### src/rtl/crit_mark_pkg.sv
package crit_mark_pkg;
  localparam int MODE_W = 4;

  typedef enum logic [MODE_W-1:0] {
    CM_OFF       = 4'd0,
    CM_ROB_STALL = 4'd1,
    CM_IQ_HEAD   = 4'd2,
    CM_IQ_FREE   = 4'd3,
    CM_FREED_N   = 4'd4,
    CM_FANOUT_N  = 4'd5,
    CM_EVERY_N   = 4'd6,
    CM_ALL_BJ    = 4'd7,
    CM_MISP_BJ   = 4'd8,
    CM_ALL       = 4'd9
  } cm_mode_e;

  typedef struct packed {
    logic mark;
    logic misp;
    logic br;
  } cm_entry_t;

  function automatic logic mode_on(input logic [MODE_W-1:0] m);
    return (m >= 4'd1) && (m <= 4'd9);
  endfunction
endpackage

### src/rtl/crit_evt_match.sv
module crit_evt_match
  import crit_mark_pkg::*;
#(
  parameter int CNT_W = 4,
  parameter int TH_W  = 4
) (
  input  logic [MODE_W-1:0] mode_i,
  input  logic [TH_W-1:0]   thresh_i,
  input  logic              rob_stall_i,
  input  logic              iq_head_i,
  input  logic              frees_head_i,
  input  logic [CNT_W-1:0]  wake_cnt_i,
  input  logic [CNT_W-1:0]  fanout_i,
  output logic              hit_o
);
  localparam int CW = (CNT_W > TH_W) ? CNT_W : TH_W;

  logic [CW-1:0] wake_x, fan_x, th_x;
  assign wake_x = CW'(wake_cnt_i);
  assign fan_x  = CW'(fanout_i);
  assign th_x   = CW'(thresh_i);

  always_comb begin
    unique case (mode_i)
      CM_ROB_STALL: hit_o = rob_stall_i;
      CM_IQ_HEAD:   hit_o = iq_head_i;
      CM_IQ_FREE:   hit_o = frees_head_i;
      CM_FREED_N:   hit_o = wake_x >= th_x;
      CM_FANOUT_N:  hit_o = fan_x >= th_x;
      default:      hit_o = 1'b0;
    endcase
  end
endmodule

### src/rtl/crit_stride_cnt.sv
module crit_stride_cnt
  import crit_mark_pkg::*;
#(
  parameter int TH_W = 4
) (
  input  logic              clk_i,
  input  logic              rst_ni,
  input  logic [MODE_W-1:0] mode_i,
  input  logic [TH_W-1:0]   thresh_i,
  input  logic              commit_i,
  output logic              hit_o
);
  logic [MODE_W-1:0] mode_q;
  logic [TH_W-1:0]   cnt_q, cur, lim;
  logic              chg;

  assign chg   = mode_i != mode_q;
  assign cur   = chg ? '0 : cnt_q;
  assign lim   = (thresh_i == '0) ? '0 : thresh_i - 1'b1;
  assign hit_o = cur >= lim;

  always_ff @(posedge clk_i or negedge rst_ni) begin
    if (!rst_ni) begin
      mode_q <= '0;
      cnt_q  <= '0;
    end else begin
      mode_q <= mode_i;
      if (commit_i) cnt_q <= hit_o ? '0 : cur + 1'b1;
      else          cnt_q <= cur;
    end
  end
endmodule

### src/rtl/crit_mark_table.sv
module crit_mark_table
  import crit_mark_pkg::*;
#(
  parameter int DEPTH = 32,
  parameter int IDX_W = $clog2(DEPTH)
) (
  input  logic             clk_i,
  input  logic             rst_ni,
  input  logic             flush_i,
  input  logic             alloc_valid_i,
  input  logic [IDX_W-1:0] alloc_idx_i,
  input  logic             alloc_branch_i,
  input  logic             set_valid_i,
  input  logic [IDX_W-1:0] set_idx_i,
  input  logic             set_mark_i,
  input  logic             set_misp_i,
  input  logic [IDX_W-1:0] rd_idx_i,
  output cm_entry_t        rd_o
);
  cm_entry_t ent_q [DEPTH];

  for (genvar g = 0; g < DEPTH; g++) begin : g_ent
    logic alloc_hit, set_hit;
    assign alloc_hit = alloc_valid_i && (alloc_idx_i == IDX_W'(g));
    assign set_hit   = set_valid_i && (set_idx_i == IDX_W'(g));

    always_ff @(posedge clk_i or negedge rst_ni) begin
      if (!rst_ni) begin
        ent_q[g] <= '0;
      end else if (alloc_hit) begin
        ent_q[g] <= '{mark: 1'b0, misp: 1'b0, br: alloc_branch_i};
      end else if (flush_i) begin
        ent_q[g].mark <= 1'b0;
        ent_q[g].misp <= 1'b0;
      end else if (set_hit) begin
        ent_q[g].mark <= ent_q[g].mark | set_mark_i;
        ent_q[g].misp <= ent_q[g].misp | set_misp_i;
      end
    end
  end

  assign rd_o = ent_q[rd_idx_i];
endmodule

### src/rtl/crit_mark_unit.sv
module crit_mark_unit
  import crit_mark_pkg::*;
#(
  parameter int ROB_DEPTH = 32,
  parameter int XLEN      = 32,
  parameter int CNT_W     = 4,
  parameter int TH_W      = 4,
  localparam int IDX_W    = $clog2(ROB_DEPTH)
) (
  input  logic              clk_i,
  input  logic              rst_ni,
  input  logic [MODE_W-1:0] mode_i,
  input  logic [TH_W-1:0]   thresh_i,
  input  logic              flush_i,
  input  logic              alloc_valid_i,
  input  logic [IDX_W-1:0]  alloc_idx_i,
  input  logic              alloc_branch_i,
  input  logic              evt_valid_i,
  input  logic [IDX_W-1:0]  evt_idx_i,
  input  logic              evt_rob_stall_i,
  input  logic              evt_iq_head_i,
  input  logic              evt_frees_head_i,
  input  logic [CNT_W-1:0]  evt_wake_cnt_i,
  input  logic [CNT_W-1:0]  evt_fanout_i,
  input  logic              evt_mispred_i,
  input  logic              commit_valid_i,
  input  logic [IDX_W-1:0]  commit_idx_i,
  input  logic [XLEN-1:0]   commit_result_i,
  input  logic [XLEN-1:0]   commit_target_i,
  output logic              fwd_valid_o,
  output logic [IDX_W-1:0]  fwd_idx_o,
  output logic [XLEN-1:0]   fwd_data_o,
  output logic              fwd_is_branch_o
);
  logic      evt_hit, stride_hit, byp, mark_eff, misp_eff, take, is_br;
  cm_entry_t rd;

  crit_evt_match #(.CNT_W(CNT_W), .TH_W(TH_W)) u_match (
    .mode_i       (mode_i),
    .thresh_i     (thresh_i),
    .rob_stall_i  (evt_rob_stall_i),
    .iq_head_i    (evt_iq_head_i),
    .frees_head_i (evt_frees_head_i),
    .wake_cnt_i   (evt_wake_cnt_i),
    .fanout_i     (evt_fanout_i),
    .hit_o        (evt_hit)
  );

  crit_mark_table #(.DEPTH(ROB_DEPTH), .IDX_W(IDX_W)) u_table (
    .clk_i          (clk_i),
    .rst_ni         (rst_ni),
    .flush_i        (flush_i),
    .alloc_valid_i  (alloc_valid_i),
    .alloc_idx_i    (alloc_idx_i),
    .alloc_branch_i (alloc_branch_i),
    .set_valid_i    (evt_valid_i && (evt_hit || evt_mispred_i)),
    .set_idx_i      (evt_idx_i),
    .set_mark_i     (evt_hit),
    .set_misp_i     (evt_mispred_i),
    .rd_idx_i       (commit_idx_i),
    .rd_o           (rd)
  );

  crit_stride_cnt #(.TH_W(TH_W)) u_stride (
    .clk_i    (clk_i),
    .rst_ni   (rst_ni),
    .mode_i   (mode_i),
    .thresh_i (thresh_i),
    .commit_i (commit_valid_i),
    .hit_o    (stride_hit)
  );

  // same-cycle event on the committing slot
  assign byp      = evt_valid_i && (evt_idx_i == commit_idx_i);
  assign mark_eff = rd.mark | (byp & evt_hit);
  assign misp_eff = rd.misp | (byp & evt_mispred_i);
  assign is_br    = rd.br | misp_eff;

  always_comb begin
    unique case (mode_i)
      CM_ROB_STALL, CM_IQ_HEAD, CM_IQ_FREE,
      CM_FREED_N, CM_FANOUT_N: take = mark_eff | misp_eff;
      CM_EVERY_N:              take = stride_hit | misp_eff;
      CM_ALL_BJ:               take = rd.br | misp_eff;
      CM_MISP_BJ:              take = misp_eff;
      CM_ALL:                  take = 1'b1;
      default:                 take = 1'b0;
    endcase
  end

  always_ff @(posedge clk_i or negedge rst_ni) begin
    if (!rst_ni) begin
      fwd_valid_o     <= 1'b0;
      fwd_idx_o       <= '0;
      fwd_data_o      <= '0;
      fwd_is_branch_o <= 1'b0;
    end else begin
      fwd_valid_o <= commit_valid_i && take;
      if (commit_valid_i) begin
        fwd_idx_o       <= commit_idx_i;
        fwd_data_o      <= is_br ? commit_target_i : commit_result_i;
        fwd_is_branch_o <= is_br;
      end
    end
  end
endmodule

### config.mk
export PLATFORM = sky130hd
export DESIGN_NAME = crit_mark_unit
export DESIGN_NICKNAME = d
export VERILOG_FILES = /design/src/rtl/crit_mark_pkg.sv /design/src/rtl/crit_evt_match.sv /design/src/rtl/crit_stride_cnt.sv /design/src/rtl/crit_mark_table.sv /design/src/rtl/crit_mark_unit.sv
export SDC_FILE = /design/constraint.sdc
export NUM_CORES = 1
export LEC_CHECK = 0
export BUFFER_PORTS_ARGS = -buffer_cell sky130_fd_sc_hd__buf_2
export CORE_MARGIN = 2
export CORE_UTILIZATION = 52
export CTS_BUF_LIST = sky130_fd_sc_hd__clkbuf_4 sky130_fd_sc_hd__clkbuf_8
export DETAILED_ROUTE_END_ITERATION = 8
export GPL_TIMING_DRIVEN = 0
export PLACE_DENSITY = 0.86
export SETUP_SLACK_MARGIN = 0.3
export SYNTH_ARGS = -nofsm -noshare
export SYNTH_HDL_FRONTEND = slang
export SYNTH_SLANG_ARGS = --single-unit
### constraint.sdc
create_clock -name clk_i -period 3.15 [get_ports clk_i]
set_input_delay 0.315 -clock clk_i [delete_from_list [all_inputs] [get_ports clk_i]]
set_output_delay 0.315 -clock clk_i [all_outputs]
set_load 0.005 [all_outputs]
**Word level (Yosys, flattened, before mapping)**

Cells that the tools add are included.

- Add/sub/neg operators: 2
- $mul: 0
- Divide/modulo/power cells: 0
- Order comparisons: 4
- Eq/ne operators: 73
- Shifts and indexed selects: 0
- Mux-type cells: 106
- Bitwise operators: 72
- Reduce and logical (&&, ||, !) cells: 104

Operators by type and width:

| kind | number |
|---|---|
| two-way mux 2 bit | 96 |
| == test 5 bit (second input constant) | 32 |
| nonzero test 3 bit | 32 |
| == test 5 x 4 -> 1 bit (second input constant) | 16 |
| bitwise OR 1 bit | 69 |
| logical AND 1 bit | 67 |
| == test 5 x 3 -> 1 bit (second input constant) | 8 |
| two-way mux 32 bit | 1 |
| == test 5 x 2 -> 1 bit (second input constant) | 4 |
| == test 4 x 3 -> 1 bit (second input constant) | 4 |
| two-way mux 4 bit | 4 |
| binary-select mux 3 bit (select 5 bit) | 1 |
| greater-or-equal comparator 4 bit | 3 |
| == test 5 x 1 -> 1 bit (second input constant) | 2 |
| zero test 5 bit | 2 |
| one-hot mux 1 bit (5 select lines) | 2 |
| == test 4 x 2 -> 1 bit (second input constant) | 2 |
| == test 4 bit (second input constant) | 2 |
| greater-or-equal comparator 6 bit (second input constant) | 1 |
| two-way mux 3 bit | 2 |
| NOT 5 -> 6 bit | 1 |
| == test 5 bit | 1 |
| OR reduction 5 bit | 1 |
| adder 4 x 1 -> 4 bit (second input constant) | 1 |
| 6 further kinds | 7 |

- Register bits after elaboration: 143
- Bits in latches: 0
- Memory bits (writable): 0
- Memory bits (read-only): 0
- Input bits: 106
- Output and inout port bits: 39
- Logic and storage cells: 463
- Memories kept: 0

**Longest topological paths before layout**

Gate-level depths: netlist of run 1.

- Depth after elaboration: 8
- Depth in mapped cells: 12

**Hierarchy**

Synthesis of run 1 repeated with hierarchy kept, for this count alone.

- Cell total of the unflattened synthesis: 653
- Area total of the unflattened synthesis: 7338.3 µm²

By module, submodules not included:

| module | times used | cells an instance | area an instance (µm²) |
|---|---|---|---|
| crit_mark_table | 1 | 385 | 4650.7 |
| crit_mark_unit | 1 | 186 | 1954.4 |
| crit_stride_cnt | 1 | 53 | 511.7 |
| crit_evt_match | 1 | 29 | 221.5 |

**Worst setup path before layout of run 1**

Ideal clock, no wire load.

- Path type: input port to flip-flop
- Start: input mode_i[3]
- End: register u_stride.cnt_q[3]
- Arrival time: 2735 ps
- Required time: 3084 ps
- Path slack: 349 ps
- Stages: 12
- Cell sequence: clkbuf_1 > xor2_1 > nor4_1 > nand2_1 > ha_1 > nand2b_1 > a21o_1 > a21o_1 > a21oi_1 > nand2_1 > nor3_1 > o21a_1

- Longest elaborated chain between the ends: 5
- Elaborated cells between the ends (all ways): 6
- Classes of those cells: 1 x add/sub; 1 x order compare; 1 x eq/ne; 3 x mux

Ends and longest elaborated chain:

| element | RTL line | source |
|---|---|---|
| from (decl) | crit_mark_unit.sv:12 | `input logic [MODE_W-1:0] mode_i,` |
| inequality test 4 bit * | crit_stride_cnt.sv:17 | `assign chg = mode_i != mode_q;` |
| two-way mux 4 bit * | crit_stride_cnt.sv:18 | `assign cur = chg ? '0 : cnt_q;` |
| adder 4 x 1 -> 4 bit or greater-or-equal comparator 4 bit (tied branches) | crit_stride_cnt.sv:28, crit_stride_cnt.sv:20 |  |
| two-way mux 4 bit | crit_stride_cnt.sv:28 | `if (commit_i) cnt_q <= hit_o ? '0 : cur + 1'b1;` |
| two-way mux 4 bit * | crit_stride_cnt.sv:28 |  |
| to (signal assigned) | crit_stride_cnt.sv:28 |  |
| to (signal assigned) | crit_stride_cnt.sv:29 | `else cnt_q <= cur;` |
| to (decl) | crit_stride_cnt.sv:14 | `logic [TH_W-1:0] cnt_q, cur, lim;` |

Mark *: on every way between the ends. The rest lies on a longest branch, timed or not.
A chain may end at the register's enable or synchronous reset.

**Worst setup path in the final report of run 1**

- Start: register u_stride.mode_q[3]
- End: register fwd_valid_o

- Longest elaborated chain between the ends: 6

Ends and longest elaborated chain:

| element | RTL line | source |
|---|---|---|
| from (decl) | crit_stride_cnt.sv:13 | `logic [MODE_W-1:0] mode_q;` |
| from (signal assigned) | crit_stride_cnt.sv:27 | `mode_q <= mode_i;` |
| inequality test 4 bit | crit_stride_cnt.sv:17 |  |
| two-way mux 4 bit | crit_stride_cnt.sv:18 |  |
| greater-or-equal comparator 4 bit | crit_stride_cnt.sv:20 | `assign hit_o = cur >= lim;` |
| bitwise OR 1 bit | crit_mark_unit.sv:83 | `CM_EVERY_N: take = stride_hit \| misp_eff;` |
| one-hot mux 1 bit (5 select lines) | crit_mark_unit.sv:80 | `unique case (mode_i)` |
| logical AND 1 bit | crit_mark_unit.sv:98 | `fwd_valid_o <= commit_valid_i && take;` |
| to (signal assigned) | crit_mark_unit.sv:98 |  |
| to (decl) | crit_mark_unit.sv:30 | `output logic fwd_valid_o,` |

Every way passes these cells.

==> reports/qor.txt, run 1 <==
status: finished, final reports clean
setup ws final: 417 ps
main flop type after synthesis: dfrtp_1
cell mode on critical path: a21o_1
Sw Ratio: 26.1%
most frequent cells after synthesis: dfrtp_1, nor2_1, a21oi_1
largest net degree at the start of global routing: 74
Synth area leaders: dfrtp_1, mux4_2, mux2_2
worst-case clock buffer depth: 2
Synth Warn #: 0
share of layout cells above drive strength 1: 28.7%
Post-synth EDFFs: 0
first-pass GRT wire length: 32,700 um
fraction of registers with async set or reset after synthesis: 100%
CTS sink cnt: 143
share of the synthesized area in the top cell type: 48.9%
area grow syn2layout: 20.1%
Worst Path Required: 3450 ps
via count: 6,273
DRT antenna net count: 0
final WL: 20,900 um
PwrDens: 506 nW/um2
peak supply drop: 0.000342 V
Avg Vias per Cell: 6.07
Post-Syn Area: 7310 um2
drt initial violations: 648
Crit-path slowest cell: dfrtp_1
sw power: 1160 uW
leakage power: 0.00405 uW
placed cell count: 995
CTS tree: yes
I/O Pins: 145
unrepaired setup endpoints after global routing: false
die width: 123 um
routability cong.: 0.932
Final #Nets: 960
min Tclk post-route: 2730 ps
hold path cells: 3
clock skew: 8.54 ps
total CTS buffers: 17
post-synthesis sequential element count: 143
Syn Inst Count: 679
DRC: 0
Final setup viols: 0
sequential area share after synthesis: 48.9%
Clock power frac: 35.9%
worst reg-to-reg path cell count: 12
grt total ovfl: 0
Yosys top cell by area: dfrtp_1
most common cell in the netlist: dfrtp_1
period utilization: 86.7%
initial core utilization: 52.9%
TNS Setup: 0 ps
Reg area: 3580 um2
input/output buffers: 135
syn_area_per_cell: 10.8 um2
CP Launch Type: flop
CP cell instances: xor2_1 -> nor4_4 -> buf_4 -> nand2_1 -> inv_1 -> ha_1 -> a21o_1 -> a21o_1 -> a21oi_4 -> nor2_1 -> o2111ai_1 -> o22ai_1
Hold Slack: 169 ps
CP endpoint kind: flop
Comb power frac: 17.8%
drt first pass iters: 6
Setup Crit Path Kind: flop to flop
Max-cap violations: 0
post-DP HPWL: 15,300 um
worst min-delay path category: input pin to flop
post-synth cell types: 49
Slew HR: 47.2%
routed len/inst: 20.2 um
crit-path max FO: 6
Final Non-Filler Cells: 1,034
clock root cell: clkbuf_8
pre-CTS WS: -343 ps
Critical Path AT: 3030 ps
H-Tree Depth: 4
Final Total Pwr: 4440 uW
worst-margin pin slew: 790 ps
worst-skew pair later-pin latency: 450 ps
Synth Net Count: 798
Pins Over Slew Limit: 0
num rows: 43
Final Hold Fails: 0
Achievable Freq: 366 MHz
vias in the first global route: 6,302
fillers: 1,080
Seq pwr share: 46.3%
chip height: 123 um
multi-input logic area: 3440 um2
max incr delay on CP: 370 ps
initial antenna violation count: 3
core area: 13,800 um2
internal power: 3290 uW
clock-pin slew of the registers on the worst-case setup and hold paths: 80 ps
total track usage: 29.0%
Total Die Area: 15,000 um2
-- power groups by stage --
stage	logic (uW)	clock network, uW	registers [uW]
after floorplan	462	0	2080
after global placement	746	0	2080
after detailed placement	771	0	2090
after CTS	781	1620	2050
after global routing	861	1700	2070
final	791	1600	2060
-- cell families (layout without fill, tap and decap cells) --
group / after synthesis / in the layout / synth area share (%)
compound gates: 138 / 138 / 11.0
xor+xnor: 9 / 9 / 1.08
fa+ha+maj: 13 / 13 / 2.22
buf+inv: 63 / 237 / 4.36
flops: 143 / 143 / 48.9
mux: 100 / 100 / 18.9
other cells: 0 / 1 / 0
simple gates: 213 / 213 / 13.5
-- routing by layer --
metal / share of wire, % / GRT usage [%] / up-vias
li1: - / - / 2791
met1: 37 / 35.2 / 2974
met2: 48 / 47.2 / 422
met3: 11 / 9.85 / 82
met4: 4.0 / 12.8 / 4
met5: 0.13 / 0 / -
-- state kept, by name, indices dropped and copies added (netlist names) --
register,cells
u_stride.cnt_q,4
fwd_valid_o,1
u_stride.mode_q,4
fwd_is_branch_o,1
u_table.ent_q,96
fwd_data_o,32
fwd_idx_o,5
-- critical path, delay by kind of cell, from the launching register on --
| kind | cells | cell delay (ps) |
|---|---|---|
| adders and majority gates | 1 | 250 |
| DFF | 1 | 370 |
| buffers and inverters | 2 | 290 |
| xor gates and xnor gates | 1 | 190 |
| and+or+nand+nor | 3 | 510 |
| AOI/OAI and AO/OA | 5 | 950 |
-- metrics by stage --
step           area (um2)  utilization, %
2_1_floorplan        7310               -
3_3_place_gp         8210            59.4
3_5_place_dp         8250            59.6
4_1_cts              8750            63.3
5_1_grt              8780            63.5
6_report             8780            63.5
-- repair_timing --
action                     CTS  global route
pin swaps                    0             1
setup buffers                0             2
setup endpoints to repair    5             3
hold buffers                 5             0
hold endpoints to repair    74             0
resized for setup            2             2
-- path summary, 6_finish.rpt --
path	from	slack (ps)	endpoint
worst max-delay path	u_stride.mode_q[3]	420	fwd_valid_o
worst max register to register	u_stride.mode_q[3]	420	fwd_valid_o
min in group asynchronous	rst_ni	430	u_table.ent_q[12]
worst min register to register	fwd_idx_o[3]	500	fwd_idx_o[3]
worst min-delay path	commit_result_i[30]	170	fwd_data_o[30]
max in group asynchronous	rst_ni	1940	u_table.ent_q[66]
-- final cells by class --
type,instances,area share (%)
tap,180,2.57
antenna,1,0.0285
inverter,11,0.470
buffer,52,3.16
clock inverter,5,1.14
sequential,143,40.8
timing repair buffer,143,8.82
clock buffer,26,3.86
multi-input combinational,473,39.2
-- cells in the final DEF, fill, tap and decap left out, types with 13 or more instances in the layout --
cell type,netlist,final
a21oi_1,74,73
a31oi_1,33,33
buf_2,3,137
clkbuf_1,39,39
clkbuf_8,0,23
dfrtp_1,143,143
ha_1,13,13
mux2_2,39,39
mux2i_1,35,35
mux4_2,21,21
nand2_1,17,17
nor2_1,80,80
nor3_1,72,72
Note: power is estimated with default switching activity, not from simulation.
==> run 2, diff against run 1 <==
--- a/config.mk
+++ b/config.mk
@@ -6,13 +6,12 @@
 export NUM_CORES = 1
 export LEC_CHECK = 0
 export BUFFER_PORTS_ARGS = -buffer_cell sky130_fd_sc_hd__buf_2
-export CORE_MARGIN = 2
+export CORE_ASPECT_RATIO = 1.5
 export CORE_UTILIZATION = 52
 export CTS_BUF_LIST = sky130_fd_sc_hd__clkbuf_4 sky130_fd_sc_hd__clkbuf_8
 export DETAILED_ROUTE_END_ITERATION = 8
 export GPL_TIMING_DRIVEN = 0
 export PLACE_DENSITY = 0.86
-export SETUP_SLACK_MARGIN = 0.3
 export SYNTH_ARGS = -nofsm -noshare
 export SYNTH_HDL_FRONTEND = slang
 export SYNTH_SLANG_ARGS = --single-unit
==> run 2 against run 1 <==
  * Non-clock buffer count fell by 2
  * Cell count fell by 1.9%
  * Design area fell by 0.53%
  * Largest cell class unchanged
  * Sequential share of layout area rose by 0.22 points
  * First-iteration DRC count rose by 9.9%
  * Combinational power fell by 2%
  * Register-to-register slack got worse by 140 ps
  * Clock power rose by 2%
  * Clock-buffer cell count fell by 8
  * Worst hold slack got worse by 20 ps
  * Global-route usage rose by 0.20 points
  * Fmax fell by 4.9%
==> reports/qor.txt, run 2 (synthesized netlist as in run 1, its figures left out) <==
Final Util: 64.2% (+0.73 points)
worst-case clock buffer depth: 2 (unchanged)
grt total ovfl: 0 (unchanged)
cell mode on critical path: a21o_1
setup ws final: 276 ps (-141 ps)
Achievable Freq: 348 MHz (-4.9%)
Worst Path Required: 3480 ps (+30 ps)
Reg area: 3580 um2 (unchanged)
status: finished, final reports clean
num rows: 52 (+21%)
CP cell instances: xor2_1 -> nor4_2 -> nand2_1 -> ha_1 -> nand2b_1 -> a21o_1 -> a21o_1 -> a21oi_2 -> nor2_1 -> o2111ai_1 -> o22ai_1
Hold Slack: 149 ps (-20.1 ps)
Final Hold Fails: 0 (unchanged)
max incr delay on CP: 520 ps (+150 ps)
Critical Path AT: 3210 ps (+180 ps)
CP top delay family: compound AO/OA/AOI/OAI gates
biggest regs: u_table.ent_q (96), fwd_data_o (32), fwd_idx_o (5)
worst-skew pair later-pin latency: 460 ps (about the same)
area grow syn2layout: 19.4%
leakage power: 0.00403 uW (-0.59%)
core area: 13,600 um2 (-1.7%)
chip height: 147 um (+20%)
Final #Nets: 958 (-0.21%)
most common cell after layout, fill and taps aside: dfrtp_1
clock skew: 12.2 ps (+3.62 ps)
diode count: 0 (-1)
Critical path buffers and inverters: 0 (-2)
Max-cap violations: 0 (unchanged)
DRC: 0 (unchanged)
I/O Pins: 145 (unchanged)
worst min-delay path category: input pin to flop
Reg with most FFs: u_table.ent_q
Avg Vias per Cell: 6.24 (+2.9%)
post-DP HPWL: 15,300 um (-0.38%)
Pins Over Slew Limit: 0 (unchanged)
Total Die Area: 14,500 um2 (-3.2%)
Final Total Pwr: 4480 uW (+0.74%)
max reg flops: 96 (unchanged)
die width: 98.8 um (-19%)
min Tclk post-route: 2870 ps (+141 ps)
clock-pin slew of the registers on the worst-case setup and hold paths: 90 ps (about the same)
total track usage: 29.2% (+0.20 points)
drt first pass iters: 8 (+2)
CTS tree: yes
Slew HR: 34.9% (-12 points)
unrepaired setup endpoints after global routing: false
input/output buffers: 135 (unchanged)
initial core utilization: 53.8% (+0.89 points)
share of layout cells above drive strength 1: 28.6% (-0.084 points)
worst-margin pin slew: 967 ps (+178 ps)
vias in the first global route: 6,428 (+2.0%)
CP Launch Type: flop
CP endpoint kind: flop
peak supply drop: 0.000289 V (-15%)
most frequent cells in the layout: dfrtp_1, buf_2, nor2_1
pre-CTS WS: -375 ps (-31.3 ps)
first-pass GRT wire length: 32,200 um (-1.5%)
clock root cell: clkbuf_8
drt initial violations: 712 (+9.9%)
crit-path max FO: 6 (unchanged)
fillers: 1,047 (-3.1%)
Final setup viols: 0 (unchanged)
TNS Setup: 0 ps (unchanged)
multi-input logic area: 3420 um2 (-0.47%)
via count: 6,330 (+0.91%)
PwrDens: 513 nW/um2 (+1.3%)
largest net degree at the start of global routing: 101 (+36%)
DRT antenna net count: 0 (unchanged)
routed len/inst: 20.1 um (-0.32%)
Setup Crit Path Kind: flop to flop
CTS sink cnt: 143 (unchanged)
Post-CTS Setup Bufs: 0 (unchanged)
period utilization: 91.2% (+4.5 points)
Crit-path slowest cell: nor4_2
total CTS buffers: 17 (unchanged)
initial antenna violation count: 0 (-3)
routability cong.: 0.940 (+0.90%)
H-Tree Depth: 4 (unchanged)
final WL: 20,400 um (-2.3%)
==> run 2: layer usage <==
| layer | global-route usage [%] | vias to the layer above | wire length, um | share of wire [%] |
|---|---|---|---|---|
| met5 | 0 | - | 0 | 0 |
| met4 | 19.0 | 0 | 1310 | 6.4 |
| met3 | 6.95 | 107 | 1770 | 8.7 |
| met2 | 50.7 | 400 | 10400 | 51 |
| met1 | 31.7 | 3014 | 6890 | 34 |
| li1 | - | 2809 | - | - |
==> run 2: metrics by stage <==
stage               cell area (um2)  std cells
floorplan                      7310        679
CTS                            8730       1014
detailed placement             8220        977
global route                   8730       1014
global placement               8190        976
finish                         8730       1014
==> run 2: power by group <==
group / internal [uW] / leakage (uW) / switching (uW)
registers: 1980 / 0.00184 / 75.5
logic: 368 / 0.00197 / 411
clock network: 886 / 0.000219 / 753
==> run 2: final timing paths <==
| check | start | to | slack [ps] | depth (start not counted) |
|---|---|---|---|---|
| max | u_stride.mode_q[3] | fwd_valid_o | 280 | 11 |
| min | alloc_branch_i | u_table.ent_q[87] | 150 | 2 |
| max reg2reg | u_stride.mode_q[3] | fwd_valid_o | 280 | 11 |
| min reg2reg | u_table.ent_q[57] | u_table.ent_q[57] | 510 | 1 |
| max in group asynchronous | rst_ni | fwd_data_o[23] | 1980 | 3 |
| min in group asynchronous | rst_ni | u_table.ent_q[81] | 320 | 2 |
==> run 2: repair_timing <==
item,CTS,global route
hold buffers,5,0
pin swaps,0,0
resized for setup,1,1
endpoints found under the setup margin,3,3
hold endpoints to repair,47,0
==> run 2: worst reg2reg max path: cells and delay by family, from the launching register on <==
family | cells | cell delay [ps]
AOI/OAI and AO/OA | 5 | 950
xor gates and xnor gates | 1 | 170
and+or+nand+nor | 4 | 940
DFF | 1 | 370
adders and majority gates | 1 | 330
==> run 2: final cells by class <==
class                           count  area share [%]
Sequential cell                   143            41.0
Multi-Input combinational cell    473            39.2
Timing Repair Buffer              141            8.70
Buffer                             52            3.18
Clock buffer                       18            2.77
Clock inverter                     14            2.38
Tap cell                          162            2.32
Inverter                           11           0.473
==> run 3, diff against run 2 <==
--- a/config.mk
+++ b/config.mk
@@ -7,11 +7,11 @@
 export LEC_CHECK = 0
 export BUFFER_PORTS_ARGS = -buffer_cell sky130_fd_sc_hd__buf_2
 export CORE_ASPECT_RATIO = 1.5
-export CORE_UTILIZATION = 52
+export CORE_UTILIZATION = 57
 export CTS_BUF_LIST = sky130_fd_sc_hd__clkbuf_4 sky130_fd_sc_hd__clkbuf_8
 export DETAILED_ROUTE_END_ITERATION = 8
 export GPL_TIMING_DRIVEN = 0
-export PLACE_DENSITY = 0.86
+export PLACE_DENSITY = 0.92
 export SYNTH_ARGS = -nofsm -noshare
 export SYNTH_HDL_FRONTEND = slang
 export SYNTH_SLANG_ARGS = --single-unit
==> run 3 against run 2 <==
  * Cell count is 0.69% lower
  * Fmax decreased by 2.9%
  * Die area decreased by 8.6%
  * Critical path depth unchanged
  * Core utilization is 5.6 points higher
  * Critical path type unchanged
==> reports/qor.txt, run 3 (synthesized netlist as in run 1, its figures left out) <==
status: finished, final reports clean
sw power: 1210 uW (-2.8%)
routability cong.: 0.978 (+4.0%)
R2R setup slack: 190 ps (-80 ps)
vias in the first global route: 6,717 (+4.5%)
largest net degree at the start of global routing: 78 (-23%)
period utilization: 93.9% (+2.7 points)
clock skew: 14.0 ps (+1.83 ps)
total track usage: 34.6% (+5.4 points)
DRT antenna net count: 0 (unchanged)
Post-CTS Setup Bufs: 0 (unchanged)
Max-cap violations: 0 (unchanged)
most common cell after layout, fill and taps aside: dfrtp_1
Final setup viols: 0 (unchanged)
chip height: 141 um (-4.4%)
via count: 6,508 (+2.8%)
I/O Pins: 145 (unchanged)
Final Util: 69.8% (+5.6 points)
CP top delay family: simple AND/OR/NAND/NOR gates
Comb power frac: 17.7% (+0.3 points)
Total Die Area: 13,300 um2 (-8.6%)
worst-skew pair later-pin latency: 450 ps (about the same)
worst reg-to-reg path cell count: 11 (unchanged)
initial antenna violation count: 0 (unchanged)
die width: 94.5 um (-4.4%)
Slew HR: 28.9% (-6.1 points)
max incr delay on CP: 440 ps (-80 ps)
crit-path max FO: 6 (unchanged)
grt total ovfl: 0 (unchanged)
unrepaired setup endpoints after global routing: false
internal power: 3290 uW (+1.7%)
Crit-path slowest cell: nor4_4
Finished Cell Area: 8730 um2 (unchanged)
hold path cells: 2 (unchanged)
peak supply drop: 0.000275 V (-4.9%)
clock-pin slew of the registers on the worst-case setup and hold paths: 80 ps (about the same)
Worst path depth: 11 (unchanged)
Hold Slack: 156 ps (+7.60 ps)
H-Tree Depth: 4 (unchanged)
core area: 12,500 um2 (-8.0%)
Avg Vias per Cell: 6.46 (+3.5%)
CP cell instances: xor2_1 -> nor4_4 -> nand2_1 -> ha_1 -> nand2b_1 -> a21o_1 -> a21o_1 -> a21oi_2 -> nand2_1 -> nor3_1 -> o21a_1
worst min-delay path category: input pin to flop
Critical path buffers and inverters: 0 (unchanged)
leakage power: 0.00404 uW (+0.15%)
Achievable Freq: 338 MHz (-2.9%)
CTS tree: yes
initial core utilization: 58.4% (+4.7 points)
CP Launch Type: flop
CTS sink cnt: 143 (unchanged)
worst-margin pin slew: 1060 ps (+91.6 ps)
CP endpoint: u_stride.cnt_q[3]
share of layout cells above drive strength 1: 28.6% (-0.084 points)
diode count: 0 (unchanged)
pre-CTS WS: -352 ps (+22.8 ps)
final WL: 22,000 um (+7.7%)
min Tclk post-route: 2960 ps (+84.6 ps)
input/output buffers: 135 (unchanged)
Post-DP Area: 8220 um2 (about the same)
most frequent cells in the layout: dfrtp_1, buf_2, nor2_1
DRC: 0 (unchanged)
worst-case clock buffer depth: 2 (unchanged)
Final Hold Fails: 0 (unchanged)
biggest regs: u_table.ent_q (96), fwd_data_o (32), fwd_idx_o (5)
Worst Path Required: 3540 ps (+60 ps)
Setup Crit Path Kind: flop to flop
post-DP HPWL: 15,500 um (+1.1%)
PwrDens: 515 nW/um2 (+0.46%)
Setup crit start: u_stride.mode_q[2]
num rows: 50 (-3.8%)
CP endpoint kind: flop
first-pass GRT wire length: 34,000 um (+5.6%)
Seq pwr share: 45.9% (about the same)
Final Non-Filler Cells: 1,007 (-0.69%)
setup ws final: 192 ps (-84.5 ps)
Sw Ratio: 26.8% (-0.90 points)
drt first pass iters: 6 (-2)
Reg with most FFs: u_table.ent_q
routed len/inst: 21.8 um (+8.4%)
R2R Path Start: u_stride.mode_q[2]
max reg flops: 96 (unchanged)
clock root cell: clkbuf_8
Clock power frac: 36.5% (about the same)
Final #Nets: 958 (unchanged)
R2R Path End: u_stride.cnt_q[3]
placed cell count: 971 (-0.61%)
total CTS buffers: 17 (unchanged)
Pins Over Slew Limit: 0 (unchanged)
area grow syn2layout: 19.4% (unchanged)
drt initial violations: 831 (+17%)
Critical Path AT: 3350 ps (+140 ps)
-- run 3: changes by cell type in the layout (fill, tap and decap cells not counted) --
cell	before	now
inv_6	2	0
inv_8	1	0
clkinv_2	0	3
clkbuf_8	17	21
clkbuf_4	1	0
clkinv_4	5	1
nor4_2	1	0
nor4_4	0	1
-- run 3: metrics by stage --
stage,setup TNS [ps],total power (uW)
after floorplan,0,2550
after global placement,-21200,2820
after detailed placement,-1310,2860
after CTS,0,4480
after global routing,0,4650
final,0,4500
-- run 3: what timing repair did --
action | CTS | global route
setup endpoints to repair | 5 | 2
endpoints found under the hold margin | 70 | 0
resized for setup | 2 | 1
hold buffers | 5 | 0
-- run 3: final cells by class --
| class | count | area, um2 |
|---|---|---|
| inverters | 11 | 41.3 |
| multi-input cells | 473 | 3430 |
| fillers | 878 | 3780 |
| clock buffers | 21 | 289 |
| clock inverters | 10 | 159 |
| plain buffers | 52 | 278 |
| flip-flops and latches | 143 | 3580 |
| well taps | 156 | 195 |
| repair buffers | 141 | 759 |
-- run 3: worst min path at each step --
stage               slack [ps]           start                  to
floorplan                   20          rst_ni       fwd_data_o[0]
global placement           440       mode_i[0]  u_stride.mode_q[0]
detailed placement         350          rst_ni      fwd_data_o[14]
CTS                        140  alloc_branch_i   u_table.ent_q[87]
global route               160  alloc_branch_i   u_table.ent_q[87]
finish                     160  alloc_branch_i   u_table.ent_q[87]
-- run 3: power by group through the flow --
stage / sequential, uW / combinational, uW / clock [uW]
global placement: 2090 / 738 / 0
finish: 2060 / 795 / 1640
detailed placement: 2090 / 769 / 0
floorplan: 2080 / 462 / 0
CTS: 2060 / 782 / 1640
global route: 2080 / 863 / 1710
-- run 3: per-layer routing --
metal | vias to the layer above | GRT usage, % | wire length, um
met2 | 511 | 55.9 | 10700
met4 | 0 | 28.9 | 1980
met5 | - | 0 | 0
li1 | 2785 | - | -
met3 | 158 | 10.5 | 2280
met1 | 3054 | 36.3 | 7020
-- run 3: worst reg2reg max path, cell delays in order (launching register included) --
cell and delay (ps):
dfrtp_1 400, xor2_1 200, nor4_4 440, nand2_1 190, ha_1 320, nand2b_1 140
a21o_1 170, a21o_1 190, a21oi_2 300, nand2_1 140, nor3_1 250, o21a_1 160
